**config.mk**
```make
export PLATFORM = sky130hd
export DESIGN_NAME = sd_blk_rx
export DESIGN_NICKNAME = d
export VERILOG_FILES = /design/src/rtl/sd_rx_pkg.sv /design/src/rtl/sd_crc16_lane.sv /design/src/rtl/sd_rx_deser.sv /design/src/rtl/sd_blk_rx.sv
export SDC_FILE = /design/constraint.sdc
export NUM_CORES = 1
export LEC_CHECK = 0
export CELL_PAD_IN_SITES_DETAIL_PLACEMENT = 1
export CELL_PAD_IN_SITES_GLOBAL_PLACEMENT = 1
export CORE_MARGIN = 3
export CORE_UTILIZATION = 48
export DETAILED_ROUTE_END_ITERATION = 8
export DONT_BUFFER_PORTS = 1
export GPL_ROUTABILITY_DRIVEN = 0
export HOLD_SLACK_MARGIN = 0.08
export PLACE_DENSITY = 0.88
export SLEW_MARGIN = 20
export SYNTH_ARGS = -nofsm -noshare
export SYNTH_HDL_FRONTEND = slang
export SYNTH_SLANG_ARGS = --single-unit
```
**constraint.sdc**
```tcl
create_clock -name clk -period 3.6 [get_ports clk]
set_input_delay 0.36 -clock clk [delete_from_list [all_inputs] [get_ports clk]]
set_output_delay 0.36 -clock clk [all_outputs]
set_load 0.02 [all_outputs]
```
**src/rtl/sd_rx_pkg.sv**
```systemverilog
package sd_rx_pkg;
  typedef enum logic [2:0] {
    ST_IDLE,
    ST_WAIT,
    ST_DATA,
    ST_CRC,
    ST_END,
    ST_TRAIL
  } rx_state_t;

  localparam logic [15:0] CRC_POLY   = 16'h1021;
  localparam int          CRC_BITS   = 16;
  localparam int          TRAIL_CLKS = 8;
  localparam int          NLANE      = 4;
endpackage

```
**src/rtl/sd_crc16_lane.sv**
```systemverilog
module sd_crc16_lane #(
  parameter logic [15:0] POLY = 16'h1021
) (
  input  logic clk,
  input  logic rst,
  input  logic clr,
  input  logic upd,
  input  logic cap,
  input  logic din,
  output logic match
);
  logic [15:0] crc_calc;
  logic [15:0] crc_rx;

  always_ff @(posedge clk) begin
    if (rst || clr) begin
      crc_calc <= '0;
      crc_rx   <= '0;
    end else begin
      if (upd)
        crc_calc <= {crc_calc[14:0], 1'b0} ^ ((crc_calc[15] ^ din) ? POLY : 16'h0000);
      if (cap)
        crc_rx <= {crc_rx[14:0], din};
    end
  end

  assign match = (crc_calc == crc_rx);

  // a new transfer starts every lane from a zero seed
  p_zero_seed_r7: assert property (@(posedge clk) disable iff (rst)
    clr |=> (crc_calc == 16'h0000));
endmodule

```
**src/rtl/sd_rx_deser.sv**
```systemverilog
module sd_rx_deser (
  input  logic       clk,
  input  logic       rst,
  input  logic       clr,
  input  logic       en,
  input  logic       wide,
  input  logic [3:0] dat,
  output logic       byte_valid,
  output logic [7:0] byte_data
);
  logic [6:0] sh;
  logic [2:0] cnt;

  always_ff @(posedge clk) begin
    if (rst || clr) begin
      sh         <= '0;
      cnt        <= '0;
      byte_valid <= 1'b0;
      byte_data  <= '0;
    end else begin
      byte_valid <= 1'b0;
      if (en) begin
        if (wide) begin
          if (cnt[0]) begin
            byte_data  <= {sh[3:0], dat};
            byte_valid <= 1'b1;
            cnt        <= '0;
          end else begin
            sh  <= {3'b000, dat};
            cnt <= 3'd1;
          end
        end else begin
          if (cnt == 3'd7) begin
            byte_data  <= {sh, dat[0]};
            byte_valid <= 1'b1;
            cnt        <= '0;
          end else begin
            sh  <= {sh[5:0], dat[0]};
            cnt <= cnt + 3'd1;
          end
        end
      end
    end
  end

  // a byte is only ever emitted right after a data sample
  p_byte_after_sample_r5: assert property (@(posedge clk) disable iff (rst)
    byte_valid |-> $past(en));
endmodule

```
**src/rtl/sd_blk_rx.sv**
```systemverilog
module sd_blk_rx
  import sd_rx_pkg::*;
#(
  parameter int LEN_W       = 12,
  parameter int TMO_SAMPLES = 5000
) (
  input  logic             clk,
  input  logic             rst,
  input  logic             go,
  input  logic             wide,
  input  logic [LEN_W-1:0] blk_bytes,
  input  logic [3:0]       dat_in,
  output logic             sd_clk,
  output logic             byte_valid,
  output logic [7:0]       byte_data,
  output logic             done,
  output logic             crc_ok,
  output logic             timeout
);
  localparam int TMO_W  = $clog2(TMO_SAMPLES + 1);
  localparam int SCNT_W = LEN_W + 3;

  rx_state_t         st;
  logic              wide_q;
  logic [LEN_W-1:0]  len_q;
  logic [TMO_W-1:0]  wait_cnt;
  logic [SCNT_W-1:0] scnt;
  logic [SCNT_W-1:0] slast;
  logic              samp;
  logic              seq_clr;
  logic              start_seen;
  logic              end_ok;
  logic              lanes_ok;
  logic              pass_q;
  logic [NLANE-1:0]  lane_en;
  logic [NLANE-1:0]  match;

  assign samp    = (st != ST_IDLE) && sd_clk;
  assign seq_clr = (st == ST_IDLE) && go;

  always_comb begin
    slast      = (wide_q ? {2'b00, len_q, 1'b0} : {len_q, 3'b000}) - SCNT_W'(1);
    start_seen = wide_q ? (dat_in == 4'h0) : !dat_in[0];
    end_ok     = wide_q ? (dat_in == 4'hF) : dat_in[0];
    lanes_ok   = wide_q ? (&match) : match[0];
  end

  for (genvar g = 0; g < NLANE; g++) begin : g_lane
    assign lane_en[g] = (g == 0) || wide_q;
    sd_crc16_lane #(.POLY(CRC_POLY)) u_lane (
      .clk   (clk),
      .rst   (rst),
      .clr   (seq_clr),
      .upd   (samp && (st == ST_DATA) && lane_en[g]),
      .cap   (samp && (st == ST_CRC)),
      .din   (dat_in[g]),
      .match (match[g])
    );
  end

  sd_rx_deser u_deser (
    .clk        (clk),
    .rst        (rst),
    .clr        (seq_clr),
    .en         (samp && (st == ST_DATA)),
    .wide       (wide_q),
    .dat        (dat_in),
    .byte_valid (byte_valid),
    .byte_data  (byte_data)
  );

  always_ff @(posedge clk) begin
    if (rst) begin
      st       <= ST_IDLE;
      sd_clk   <= 1'b0;
      done     <= 1'b0;
      crc_ok   <= 1'b0;
      timeout  <= 1'b0;
      wide_q   <= 1'b0;
      len_q    <= '0;
      wait_cnt <= '0;
      scnt     <= '0;
      pass_q   <= 1'b0;
    end else begin
      done <= 1'b0;
      if (st == ST_IDLE) begin
        sd_clk <= 1'b0;
        if (go) begin
          st       <= ST_WAIT;
          wide_q   <= wide;
          len_q    <= blk_bytes;
          wait_cnt <= '0;
          scnt     <= '0;
          crc_ok   <= 1'b0;
          timeout  <= 1'b0;
        end
      end else begin
        sd_clk <= ~sd_clk;
        if (samp) begin
          case (st)
            ST_WAIT: begin
              if (start_seen) begin
                st   <= ST_DATA;
                scnt <= '0;
              end else if (wait_cnt == TMO_W'(TMO_SAMPLES - 1)) begin
                st      <= ST_IDLE;
                sd_clk  <= 1'b0;
                done    <= 1'b1;
                timeout <= 1'b1;
              end else begin
                wait_cnt <= wait_cnt + TMO_W'(1);
              end
            end
            ST_DATA: begin
              if (scnt == slast) begin
                st   <= ST_CRC;
                scnt <= '0;
              end else begin
                scnt <= scnt + SCNT_W'(1);
              end
            end
            ST_CRC: begin
              if (scnt == SCNT_W'(CRC_BITS - 1)) begin
                st   <= ST_END;
                scnt <= '0;
              end else begin
                scnt <= scnt + SCNT_W'(1);
              end
            end
            ST_END: begin
              pass_q <= end_ok && lanes_ok;
              st     <= ST_TRAIL;
              scnt   <= '0;
            end
            ST_TRAIL: begin
              if (scnt == SCNT_W'(TRAIL_CLKS - 1)) begin
                st     <= ST_IDLE;
                sd_clk <= 1'b0;
                done   <= 1'b1;
                crc_ok <= pass_q;
              end else begin
                scnt <= scnt + SCNT_W'(1);
              end
            end
            default: st <= ST_IDLE;
          endcase
        end
      end
    end
  end

  // the card clock keeps toggling while a transfer is active
  p_clk_toggle_r1: assert property (@(posedge clk) disable iff (rst)
    (st != ST_IDLE) |=> ((st == ST_IDLE) || (sd_clk != $past(sd_clk))));

  // completion is a single-cycle pulse
  p_done_pulse_r9: assert property (@(posedge clk) disable iff (rst)
    done |=> !done);

  // a timed-out transfer never reports a pass
  p_tmo_no_pass_r4: assert property (@(posedge clk) disable iff (rst)
    timeout |-> !crc_ok);

  // the start wait never runs past its bound
  p_wait_bound_r4: assert property (@(posedge clk) disable iff (rst)
    (st == ST_WAIT) |-> (wait_cnt < TMO_W'(TMO_SAMPLES)));

  // bytes only appear during or just after the payload phase
  p_byte_phase_r5: assert property (@(posedge clk) disable iff (rst)
    byte_valid |-> ((st == ST_DATA) || (st == ST_CRC)));
endmodule

```
# Word level (Yosys, flattened, before mapping)
# Cells that the tools add are included.
dict set report op_classes {
  n_eq_ne 27
  bitwise 12
  n_mux 62
  reduce_logical 31
  addsub 4
}
# operator count
set op_table {}
lappend op_table {{$mux 13} 10}
lappend op_table {{$mux 15} 8}
lappend op_table {{$pmux 15 s5} 1}
lappend op_table {{$eq 16x16->1} 4}
lappend op_table {{$xor 16x16->16} 4}
lappend op_table {{$mux 3} 10}
lappend op_table {{$mux 1} 24}
lappend op_table {{$mux 8} 3}
lappend op_table {{$mux 7} 3}
lappend op_table {{$add 15x1->15 const B} 1}
lappend op_table {{$eq 15x15->1} 1}
lappend op_table {{$eq 15x3->1 const B} 1}
lappend op_table {{$eq 15x4->1 const B} 1}
lappend op_table {{$pmux 3 s5} 1}
lappend op_table {{$reduce_and 5->1} 3}
lappend op_table {{$sub 15x1->15 const B} 1}
lappend op_table {{$add 13x1->13 const B} 1}
lappend op_table {{$eq 13x13->1 const B} 1}
lappend op_table {{$reduce_bool 2->1} 6}
lappend op_table {{$eq 3x3->1 const B} 3}
lappend op_table {{$ne 3x3->1 const B} 3}
lappend op_table {{$reduce_and 3->1} 3}
lappend op_table {{$ne 2x2->1 const B} 4}
lappend op_table {{$reduce_and 4->1} 2}
lappend op_table {{other kinds (21)} 37}
dict set report word_totals {
  register_bits 196
  in_bits 20
}

# Depth between registers and ports, before layout
# Gate-level depths: netlist of run 1.
dict set report logic_depth {
  depth_word 7
  depth_mapped 15
}

# Cells and area by module
# Synthesis of run 1 repeated with hierarchy kept, for this count alone.
dict set report hier_totals {
  cells_unflattened 1022
  area_unflattened_um2 9525.4
}
# module cells_per_inst n_inst seq_area_each_um2 area_each_um2
set modules_own_cells {}
lappend modules_own_cells {sd_crc16_lane 131 4 640.6 1375.1}
lappend modules_own_cells {sd_blk_rx 404 1 980.9 3143.0}
lappend modules_own_cells {sd_rx_deser 94 1 380.4 882.1}

# Worst setup path before layout of run 1
# Ideal clock, no wire load.
dict set report synth_path {
  path_type {register -> register}
  from {reg wide_q}
  to {reg scnt[4]}
  t_arrival_ns 3.116
  path_slack_ns 0.369
  period_less_slack_ns 3.231
  path_buffers 5
  path_stages_with_launch 16
  t_required_ns 3.485
  path_cell_list {dfxtp_1 > buf_6 > clkbuf_1 > buf_2 > clkbuf_1 > nand2_1 > ha_1 > xnor2_1 > o32ai_1 > nor3_1 > o2111ai_1 > nor4_4 > a21oi_2 > o21ai_2 > buf_6 > nor2_2}
}
dict set report synth_via {
  elab_chain_cells 7
  word_cells_on_any_way 10
  cone_classes {add/sub (1); eq/ne (2); mux (6); reduce/logical (1)}
}
# item line_no
set synth_rtl {}
lappend synth_rtl {{start: declaration} sd_blk_rx.sv:24} ;# logic wide_q;
lappend synth_rtl {{start signal: assignment} sd_blk_rx.sv:90} ;# wide_q <= wide;
lappend synth_rtl {{$mux 15} sd_blk_rx.sv:42} ;# slast = (wide_q ? {2'b00, len_q, 1'b0} : {len_q, 3'b000}) - SCNT_W'(1);
lappend synth_rtl {{$sub 15x1->15} sd_blk_rx.sv:42}
lappend synth_rtl {{$eq 15x15->1} sd_blk_rx.sv:115} ;# if (scnt == slast) begin
lappend synth_rtl {{$mux 15} sd_blk_rx.sv:115}
lappend synth_rtl {{$pmux 15 s5} sd_blk_rx.sv:100} ;# case (st)
lappend synth_rtl {{$mux 15} sd_blk_rx.sv:99} ;# if (samp) begin
lappend synth_rtl {{$mux 15} sd_blk_rx.sv:86} ;# if (st == ST_IDLE) begin
lappend synth_rtl {{end signal: assignment} sd_blk_rx.sv:119} ;# scnt <= scnt + SCNT_W'(1);
lappend synth_rtl {{end signal: assignment} sd_blk_rx.sv:127} ;# scnt <= scnt + SCNT_W'(1);
lappend synth_rtl {{end signal: assignment} sd_blk_rx.sv:142} ;# scnt <= scnt + SCNT_W'(1);
lappend synth_rtl {{end: declaration} sd_blk_rx.sv:27} ;# logic [SCNT_W-1:0] scnt;
# Parallel ways exist; a longest one is shown, timed or not. The select of a mux whose other input is x is not followed.
# A chain may end at the register's enable or synchronous reset.

# Worst setup path after layout of run 1
dict set report layout_path {
  from {reg wide_q}
  to {reg scnt[3]}
}
# The elaborated chain is that of the path after synthesis.

==> results.rst, run 1 <==
.. list-table::
   :header-rows: 1

   * - Metric
     - Value
   * - Filler instances
     - 2217
   * - Final period demand of the worst path
     - 2.973 ns
   * - Post-synthesis simple-gate area fraction
     - 24.64%
   * - TritonCTS buffer count
     - 17
   * - Hold violation count in the final report
     - 0
   * - TritonCTS clock tree
     - yes
   * - Startpoint type of the worst setup path
     - register
   * - Vias after detailed routing
     - 7711
   * - Num ports
     - 33
   * - Avg WL per Cell
     - 18.06 um
   * - Number of inserted diodes
     - 0
   * - Worst-Margin Slew
     - 1.033 ns
   * - Setup_tns
     - 0 ns
   * - Required time of the critical path
     - 3.93 ns
   * - Pwr Density
     - 524.0 nW/um^2
   * - Gates resized, CTS repair
     - 0
   * - Worst-case headroom to the max-slew limit
     - 30.92%
   * - Max capacitance violation total
     - 0
   * - Number of enable flip-flop cells after synthesis
     - 0
   * - Clock root buffer master
     - sky130_fd_sc_hd__clkbuf_16
   * - Arr. time, crit path
     - 3.30 ns
   * - CTS max path bufs
     - 2
   * - Clock tree skew after final layout
     - 0.01196 ns
   * - Maximum clock rate
     - 336.3 MHz
   * - Via count of the first global-routing pass
     - 7927
   * - Wire length of the first global-routing pass
     - 40430 um
   * - Number of antenna violations at the first check in global routing
     - 0
   * - Primary FF master, synth
     - sky130_fd_sc_hd__dfxtp_1
   * - Worst-path maximum fanout
     - 28
   * - Post-synth design cell area
     - 9121 um^2
   * - Area fraction in compound gates after synthesis
     - 14.02%
   * - Adder-Cell Fraction of Synth Area
     - 0.6859%
   * - Sum of net half-perimeters after detailed placement
     - 15710 um
   * - ANT nets after route
     - 0
   * - Number of rows created at floorplan
     - 49
   * - Net count of the mapped netlist
     - 1154
   * - Worst hold path class
     - in -> reg
   * - Clock transition at path regs
     - 0.08 ns
   * - Die Footprint
     - 20690 um^2
   * - Count of warnings emitted by yosys
     - 0
   * - IR drop worst, VDD
     - 0.3240 mV
   * - DIE WIDTH
     - 143.9 um
   * - Post-synthesis share of cell area spent on xor and xnor gates
     - 11.14%
   * - Congestion Overflow GR
     - 0
   * - Result of the run
     - completed
   * - Final Setup Violations
     - 0
   * - Final Worst Setup Slack
     - 0.6268 ns
   * - Standby leakage power
     - 0.003319 uW
   * - Setup repair after global routing missed its margin
     - false
   * - Largest family of logic cells by synthesized area
     - simple AND/OR/NAND/NOR gates
   * - Share of the yosys chip area belonging to registers
     - 43.02%
   * - Clock net sink count
     - 196
   * - Setup Crit Path Kind
     - reg -> reg
   * - Number of design-rule violations left by the first detailed-router iteration
     - 475
   * - Nets
     - 1129
   * - Total wire length after detailed routing
     - 24310 um
   * - Input/output buffers
     - 0
   * - Largest net degree at the start of global routing
     - 71
   * - Number of pins exceeding their max-slew limit in the final report
     - 0
   * - Syn-to-layout area delta
     - 9.232%
   * - Share of final-layout standard cells stronger than drive strength 1
     - 7.341%
   * - Per-instance average area after synthesis
     - 8.079 um^2
   * - Mux share of post-synthesis cell area
     - 2.195%
   * - Cells after Synth
     - 1129
   * - CTS H-tree lvls
     - 4
   * - Count of distinct cell types in the synthesized netlist
     - 73
   * - Async set-or-reset flop fraction in the synthesized netlist
     - 0%
   * - Total core area
     - 18330 um^2
   * - Share of the cycle needed by the critical path after routing
     - 82.59%
   * - Placed standard-cell area
     - 9195 um^2
   * - Length of the first detailed-routing pass in iterations
     - 5
   * - Latest clock arrival within the worst-skew pair
     - 0.44 ns
   * - Remaining DRCs
     - 0
   * - Final design instance area without fill
     - 9963 um^2
   * - Initial cell density of the core
     - 49.76%
   * - Overall fraction of global-route tracks in use
     - 24.05%
   * - Category of the worst setup path capture point
     - register
   * - Flip-flop and latch count after synthesis
     - 196
   * - Utilization of the core after routing
     - 54.35%
   * - Number of vias per cell
     - 5.729
   * - Pre-CTS setup slack
     - 0.6761 ns
   * - Die span in y
     - 143.9 um
-- where the power goes --
group | internal (uW) | total, uW | switching [uW]
Sequential | 2210 | 2320 | 114
Combinational | 324 | 933 | 609
Clock | 1060 | 1970 | 901
Total | 3600 | 5220 | 1620
-- logic make-up after synthesis --
group	Yosys count
XOR/XNOR	116
multiplexers	20
adder cells (fa/ha/maj)	5
AND/OR/NAND/NOR	492
AO/OA/AOI/OAI	218
buffers and inverters	82
flip-flops	196
-- synth_stat cells (4+ instances only) --
master,instances,area [um^2]
sky130_fd_sc_hd__nand2_1,301,1130
sky130_fd_sc_hd__dfxtp_1,196,3924
sky130_fd_sc_hd__a21oi_1,160,800.8
sky130_fd_sc_hd__nor2_1,59,221.5
sky130_fd_sc_hd__xnor2_1,58,508.0
sky130_fd_sc_hd__xor2_1,58,508.0
sky130_fd_sc_hd__clkbuf_1,54,202.7
sky130_fd_sc_hd__mux2i_1,20,200.2
sky130_fd_sc_hd__nand4_1,20,125.1
sky130_fd_sc_hd__nand3_1,17,85.08
sky130_fd_sc_hd__nor3_1,15,75.07
sky130_fd_sc_hd__a211oi_1,13,97.59
sky130_fd_sc_hd__nor4_1,12,75.07
sky130_fd_sc_hd__inv_1,10,37.54
sky130_fd_sc_hd__nor2_2,10,62.56
sky130_fd_sc_hd__nor3b_1,8,60.06
sky130_fd_sc_hd__nor2b_1,7,43.79
sky130_fd_sc_hd__and3_1,6,37.54
sky130_fd_sc_hd__ha_1,5,62.56
sky130_fd_sc_hd__a31oi_1,4,25.02
sky130_fd_sc_hd__buf_1,4,15.01
sky130_fd_sc_hd__buf_6,4,45.04
sky130_fd_sc_hd__clkbuf_8,4,55.05
sky130_fd_sc_hd__o21ai_1,4,20.02
sky130_fd_sc_hd__o21bai_1,4,30.03
sky130_fd_sc_hd__or3_1,4,25.02
-- worst max-delay path: stages, from the launching register on --
cell and delay, ns:
sky130_fd_sc_hd__dfxtp_2 0.72, sky130_fd_sc_hd__nand2_1 0.11, sky130_fd_sc_hd__ha_1 0.28, sky130_fd_sc_hd__xnor2_1 0.28
sky130_fd_sc_hd__o32ai_1 0.12, sky130_fd_sc_hd__nor3_1 0.20, sky130_fd_sc_hd__o2111ai_1 0.18, sky130_fd_sc_hd__nor4_4 0.37
sky130_fd_sc_hd__a21oi_2 0.12, sky130_fd_sc_hd__o21ai_2 0.16, sky130_fd_sc_hd__buf_4 0.23, sky130_fd_sc_hd__nor2_1 0.07
-- through the flow --
| stage | std cells | hold WS (ns) | power, uW |
|---|---|---|---|
| after CTS | 1346 | 0.08682 | 5236 |
| final | 1346 | 0.08866 | 5221 |
| after floorplan | 1129 | 0.4265 | 3077 |
| after global placement | 1298 | 0.4324 | 3225 |
| after detailed placement | 1298 | 0.4372 | 3262 |
| after global routing | 1346 | 0.08187 | 5448 |
-- layer usage --
layer	track usage, %	wire, um	vias up
met5	0	0	-
met4	7.730	444	0
met3	4.226	797	30
met2	41.72	12300	125
met1	30.34	10780	3814
li1	-	-	3742
-- worst paths after layout --
kind         depth (start not counted)                               startpoint  slack [ns]                                       to
max                                 11                      wide_q$_SDFFE_PP0P_        0.63                     scnt[3]$_SDFFE_PP0P_
min                                  2                             blk_bytes[1]        0.09                    len_q[1]$_SDFFE_PP0P_
min reg2reg                          2  g_lane[1].u_lane.crc_rx[4]$_SDFFE_PP0P_        0.47  g_lane[1].u_lane.crc_rx[5]$_SDFFE_PP0P_
max reg2reg                         11                      wide_q$_SDFFE_PP0P_        0.63                     scnt[3]$_SDFFE_PP0P_
-- sequential cells by signal, summed over array words and instances (netlist names), 3 cells and up, named ones only --
signal                  count
g_lane.u_lane.crc_rx       64
u_deser.cnt                 3
scnt                       15
g_lane.u_lane.crc_calc     64
len_q                      12
u_deser.byte_data           8
u_deser.sh                  7
wait_cnt                   13
-- repair_timing --
item                       CTS  global route
buffers inserted             0             0
hold buffers                16             0
hold endpoints to repair    28             0
setup endpoints to repair    0             0
-- area by class of cell --
type                       count  area (um^2)  area share [%]
multi-input combinational    851         4831           48.49
clock buffer                  18        439.2           4.408
inverter                      10        37.54          0.3767
timing repair buffer          28        275.3           2.763
sequential                   196         3925           39.39
clock inverter                14        168.9           1.695
tap                          229        286.5           2.876
-- cells in the final DEF, fill, tap and decap left out, drive strengths merged, types with 3 or more instances in the layout --
cell type,netlist,layout
buf,14,12
inv,10,15
xnor2,58,58
and2,4,4
nand3b,3,3
clkbuf,58,18
and4,3,3
nor2,70,70
ha,5,5
or4,3,3
o2111ai,3,3
nor2b,7,7
dfxtp,196,196
o21ai,9,9
mux2i,20,20
nand4,20,20
clkinv,0,5
nor4,14,14
dlygate4sd3,0,16
nand3,17,17
a31oi,4,4
and3,6,6
or3,4,4
or4b,3,3
a211oi,14,14
nor3,17,17
xor2,58,58
a21oi,162,162
nand2b,4,4
nor3b,9,9
nand2,302,302
o21bai,4,4
No activity file was read; power rests on OpenSTA's default activity.
==> run 2, diff against run 1 <==
==> constraint.sdc (replaced) <==
create_clock -name clk -period 3.05 [get_ports clk]
set_input_delay 0.305 -clock clk [delete_from_list [all_inputs] [get_ports clk]]
set_output_delay 0.305 -clock clk [all_outputs]
set_load 0.02 [all_outputs]
==> results.rst, run 2 (synthesis gave the netlist of run 1 again) <==
.. list-table::
   :header-rows: 1

   * - Metric
     - Value
   * - Maximum clock rate
     - 362.5 MHz (was 336.3 MHz)
   * - Worst setup path end
     - scnt[3]$_SDFFE_PP0P_ (unchanged)
   * - Setup Crit Path Kind
     - reg -> reg (unchanged)
   * - Number of inserted diodes
     - 0 (unchanged)
   * - Setup slack on the worst flop-to-flop path
     - 0.29 ns (was 0.63 ns)
   * - Max capacitance violation total
     - 0 (unchanged)
   * - Share of final-layout standard cells stronger than drive strength 1
     - 7.829% (was 7.341%)
   * - Wire length of the first global-routing pass
     - 40450 um (was 40430 um)
   * - CTS H-tree lvls
     - 4 (unchanged)
   * - Final period demand of the worst path
     - 2.759 ns (was 2.973 ns)
   * - Total wire length after detailed routing
     - 24700 um (was 24310 um)
   * - CP max stage cell
     - sky130_fd_sc_hd__dfxtp_4 (was sky130_fd_sc_hd__dfxtp_2)
   * - Input/output buffers
     - 0 (unchanged)
   * - Initial cell density of the core
     - 49.76% (unchanged)
   * - Switching component of the power
     - 1921 uW (was 1624 uW)
   * - Latest clock arrival within the worst-skew pair
     - 0.45 ns (was 0.44 ns)
   * - Worst-case headroom to the max-slew limit
     - 56.94% (was 30.92%)
   * - Most common cell after layout, fill and taps aside
     - sky130_fd_sc_hd__nand2_1 (unchanged)
   * - Overall fraction of global-route tracks in use
     - 24.51% (was 24.05%)
   * - Worst-path maximum fanout
     - 22 (was 28)
   * - Setup repair after global routing missed its margin
     - false (unchanged)
   * - Final Setup Violations
     - 0 (unchanged)
   * - Number of cells traversed by the worst register-to-register path
     - 10 (was 11)
   * - Clock net sink count
     - 196 (unchanged)
   * - Hold violation count in the final report
     - 0 (unchanged)
   * - Worst reg2reg startpoint
     - wide_q$_SDFFE_PP0P_ (unchanged)
   * - Clock Power Share
     - 37.5% (was 37.7%)
   * - Number of pins exceeding their max-slew limit in the final report
     - 0 (unchanged)
   * - Final design instance area without fill
     - 10040 um^2 (was 9963 um^2)
   * - Placed standard-cell area
     - 9258 um^2 (was 9195 um^2)
   * - Clock root buffer master
     - sky130_fd_sc_hd__clkbuf_16 (unchanged)
   * - Number of rows created at floorplan
     - 49 (unchanged)
   * - Clock transition at path regs
     - 0.07 ns (was 0.08 ns)
   * - Total core area
     - 18330 um^2 (unchanged)
   * - Cell count after placement
     - 1303 (was 1298)
   * - Cell count of the worst hold path
     - 2 (unchanged)
   * - Area of combinational cells with multiple inputs
     - 4838 um^2 (was 4831 um^2)
   * - Cell class contributing the biggest share of worst-path delay
     - compound AO/OA/AOI/OAI gates (was simple AND/OR/NAND/NOR gates)
   * - Reg2reg end
     - scnt[3]$_SDFFE_PP0P_ (unchanged)
   * - Category of the worst setup path capture point
     - register (unchanged)
   * - Number of vias per cell
     - 5.735 (was 5.729)
   * - Switching share of power
     - 31.02% (was 31.11%)
   * - Setup_tns
     - 0 ns (unchanged)
   * - Number of buffer and inverter instances along the worst setup path
     - 2 (was 1)
   * - Standby leakage power
     - 0.003373 uW (was 0.003319 uW)
   * - Series of cell instances along the critical path
     - buf_4 > mux2i_1 > o311ai_0 > mux2i_1 > a31oi_1 > a211oi_2 > a21oi_2 > o21ai_2 > buf_4 > nor2_1 (was nand2_1 > ha_1 > xnor2_1 > o32ai_1 > nor3_1 > o2111ai_1 > nor4_4 > a21oi_2 > o21ai_2 > buf_4 > nor2_1)
   * - ANT nets after route
     - 0 (unchanged)
   * - Die span in y
     - 143.9 um (unchanged)
   * - DIE WIDTH
     - 143.9 um (unchanged)
   * - TritonCTS clock tree
     - yes (unchanged)
   * - Remaining DRCs
     - 0 (unchanged)
   * - Number of antenna violations at the first check in global routing
     - 0 (unchanged)
   * - Required time of the critical path
     - 3.39 ns (was 3.93 ns)
   * - Register area
     - 3928 um^2 (was 3925 um^2)
   * - Sum of net half-perimeters after detailed placement
     - 15570 um (was 15710 um)
   * - Nets
     - 1136 (was 1129)
   * - Largest net degree at the start of global routing
     - 65 (was 71)
   * - Filler instances
     - 2206 (was 2217)
   * - Result of the run
     - completed (unchanged)
   * - Worst hold path class
     - in -> reg (unchanged)
   * - Worst-Margin Slew
     - 0.6451 ns (was 1.033 ns)
   * - Internal power consumption
     - 4273 uW (was 3597 uW)
   * - TritonCTS buffer count
     - 17 (unchanged)
   * - Share of the cycle needed by the critical path after routing
     - 90.45% (was 82.59%)
   * - Power, Total
     - 6194 uW (was 5221 uW)
   * - CP peak stage delay
     - 0.53 ns (was 0.72 ns)
   * - Congestion Overflow GR
     - 0 (unchanged)
   * - Most used cells in the layout excluding fill and tap cells
     - sky130_fd_sc_hd__nand2_1, sky130_fd_sc_hd__dfxtp_1, sky130_fd_sc_hd__a21oi_1 (unchanged)
   * - Num ports
     - 33 (unchanged)
   * - Syn-to-layout area delta
     - 10.11% (was 9.232%)
   * - Arr. time, crit path
     - 3.10 ns (was 3.30 ns)
   * - Power share of the sequential group
     - 44.2% (was 44.5%)
   * - Buffers inserted during post-CTS setup optimization
     - 0 (unchanged)
   * - Start point of the critical path
     - wide_q$_SDFFE_PP0P_ (unchanged)
   * - Logic gate share of total power
     - 18.3% (was 17.9%)
   * - Via count of the first global-routing pass
     - 7918 (was 7927)
   * - Number of design-rule violations left by the first detailed-router iteration
     - 531 (was 475)
   * - Vias after detailed routing
     - 7759 (was 7711)
   * - Die Footprint
     - 20690 um^2 (unchanged)
   * - Utilization of the core after routing
     - 54.79% (was 54.35%)
   * - IR drop worst, VDD
     - 0.4616 mV (was 0.3240 mV)
   * - CTS max path bufs
     - 2 (unchanged)
   * - Length of the first detailed-routing pass in iterations
     - 5 (unchanged)
   * - Top flop regs
     - g_lane.u_lane.crc_calc (64), g_lane.u_lane.crc_rx (64), scnt (15) (unchanged)
   * - Non-Filler Instances
     - 1353 (was 1346)
   * - Total number of cells along the worst setup path
     - 10 (was 11)
   * - Pwr Density
     - 616.7 nW/um^2 (was 524.0 nW/um^2)
   * - Clock tree skew after final layout
     - 0.01055 ns (was 0.01196 ns)
   * - Avg WL per Cell
     - 18.25 um (was 18.06 um)
   * - Startpoint type of the worst setup path
     - register (unchanged)
[run 2: repair_timing]
item	CTS	global route
endpoints found under the hold margin	30	0
hold buffers	18	0
endpoints found under the setup margin	0	14
resized for setup	0	2
[run 2: through the flow]
stage	hold slack, ns	setup WS (ns)
global route	0.1421	0.07894
CTS	0.1231	0.09523
detailed placement	0.3794	0.1756
finish	0.1432	0.2914
floorplan	0.4265	0.1157
global placement	0.3781	0.3402
[run 2: how the worst min path moves through the flow]
| stage | from | endpoint |
|---|---|---|
| after CTS | rst | st[0]$_SDFFE_PP0P_ |
| after detailed placement | rst | wide_q$_SDFFE_PP0P_ |
| final | rst | st[0]$_SDFFE_PP0P_ |
| after global placement | rst | wide_q$_SDFFE_PP0P_ |
| after global routing | rst | st[0]$_SDFFE_PP0P_ |
| after floorplan | pass_q$_SDFFE_PP0P_ | crc_ok$_SDFFE_PP0P_ |
[run 2: worst register-to-register path, stage by stage, from the launching register on]
cell and delay (ns):
sky130_fd_sc_hd__dfxtp_4 0.53, sky130_fd_sc_hd__buf_4 0.21, sky130_fd_sc_hd__mux2i_1 0.35, sky130_fd_sc_hd__o311ai_0 0.23
sky130_fd_sc_hd__mux2i_1 0.25, sky130_fd_sc_hd__a31oi_1 0.17, sky130_fd_sc_hd__a211oi_2 0.31, sky130_fd_sc_hd__a21oi_2 0.11
sky130_fd_sc_hd__o21ai_2 0.17, sky130_fd_sc_hd__buf_4 0.24, sky130_fd_sc_hd__nor2_1 0.08
[run 2: final cells by class]
cell class              count  share of cell area, %
multi-input cells         851                  48.17
repair buffers             35                  3.513
clock inverters            12                  1.433
clock buffers              20                  4.547
flip-flops and latches    196                  39.11
well taps                 229                  2.853
inverters                  10                 0.3737
[run 2: per-layer routing]
layer,wire length (um),vias to the layer above,track usage [%]
met3,882,57,4.725
met1,10840,3777,30.72
met4,823,0,10.80
li1,-,3761,-
met2,12150,164,40.98
met5,0,-,0
[run 2: power groups by stage]
stage | Clock [uW] | Combinational (uW) | Sequential, uW
2_1_floorplan | 0 | 932 | 2700
3_3_place_gp | 0 | 1030 | 2780
3_5_place_dp | 0 | 1070 | 2790
4_1_cts | 2370 | 1120 | 2730
5_1_grt | 2490 | 1230 | 2750
6_report | 2330 | 1130 | 2740
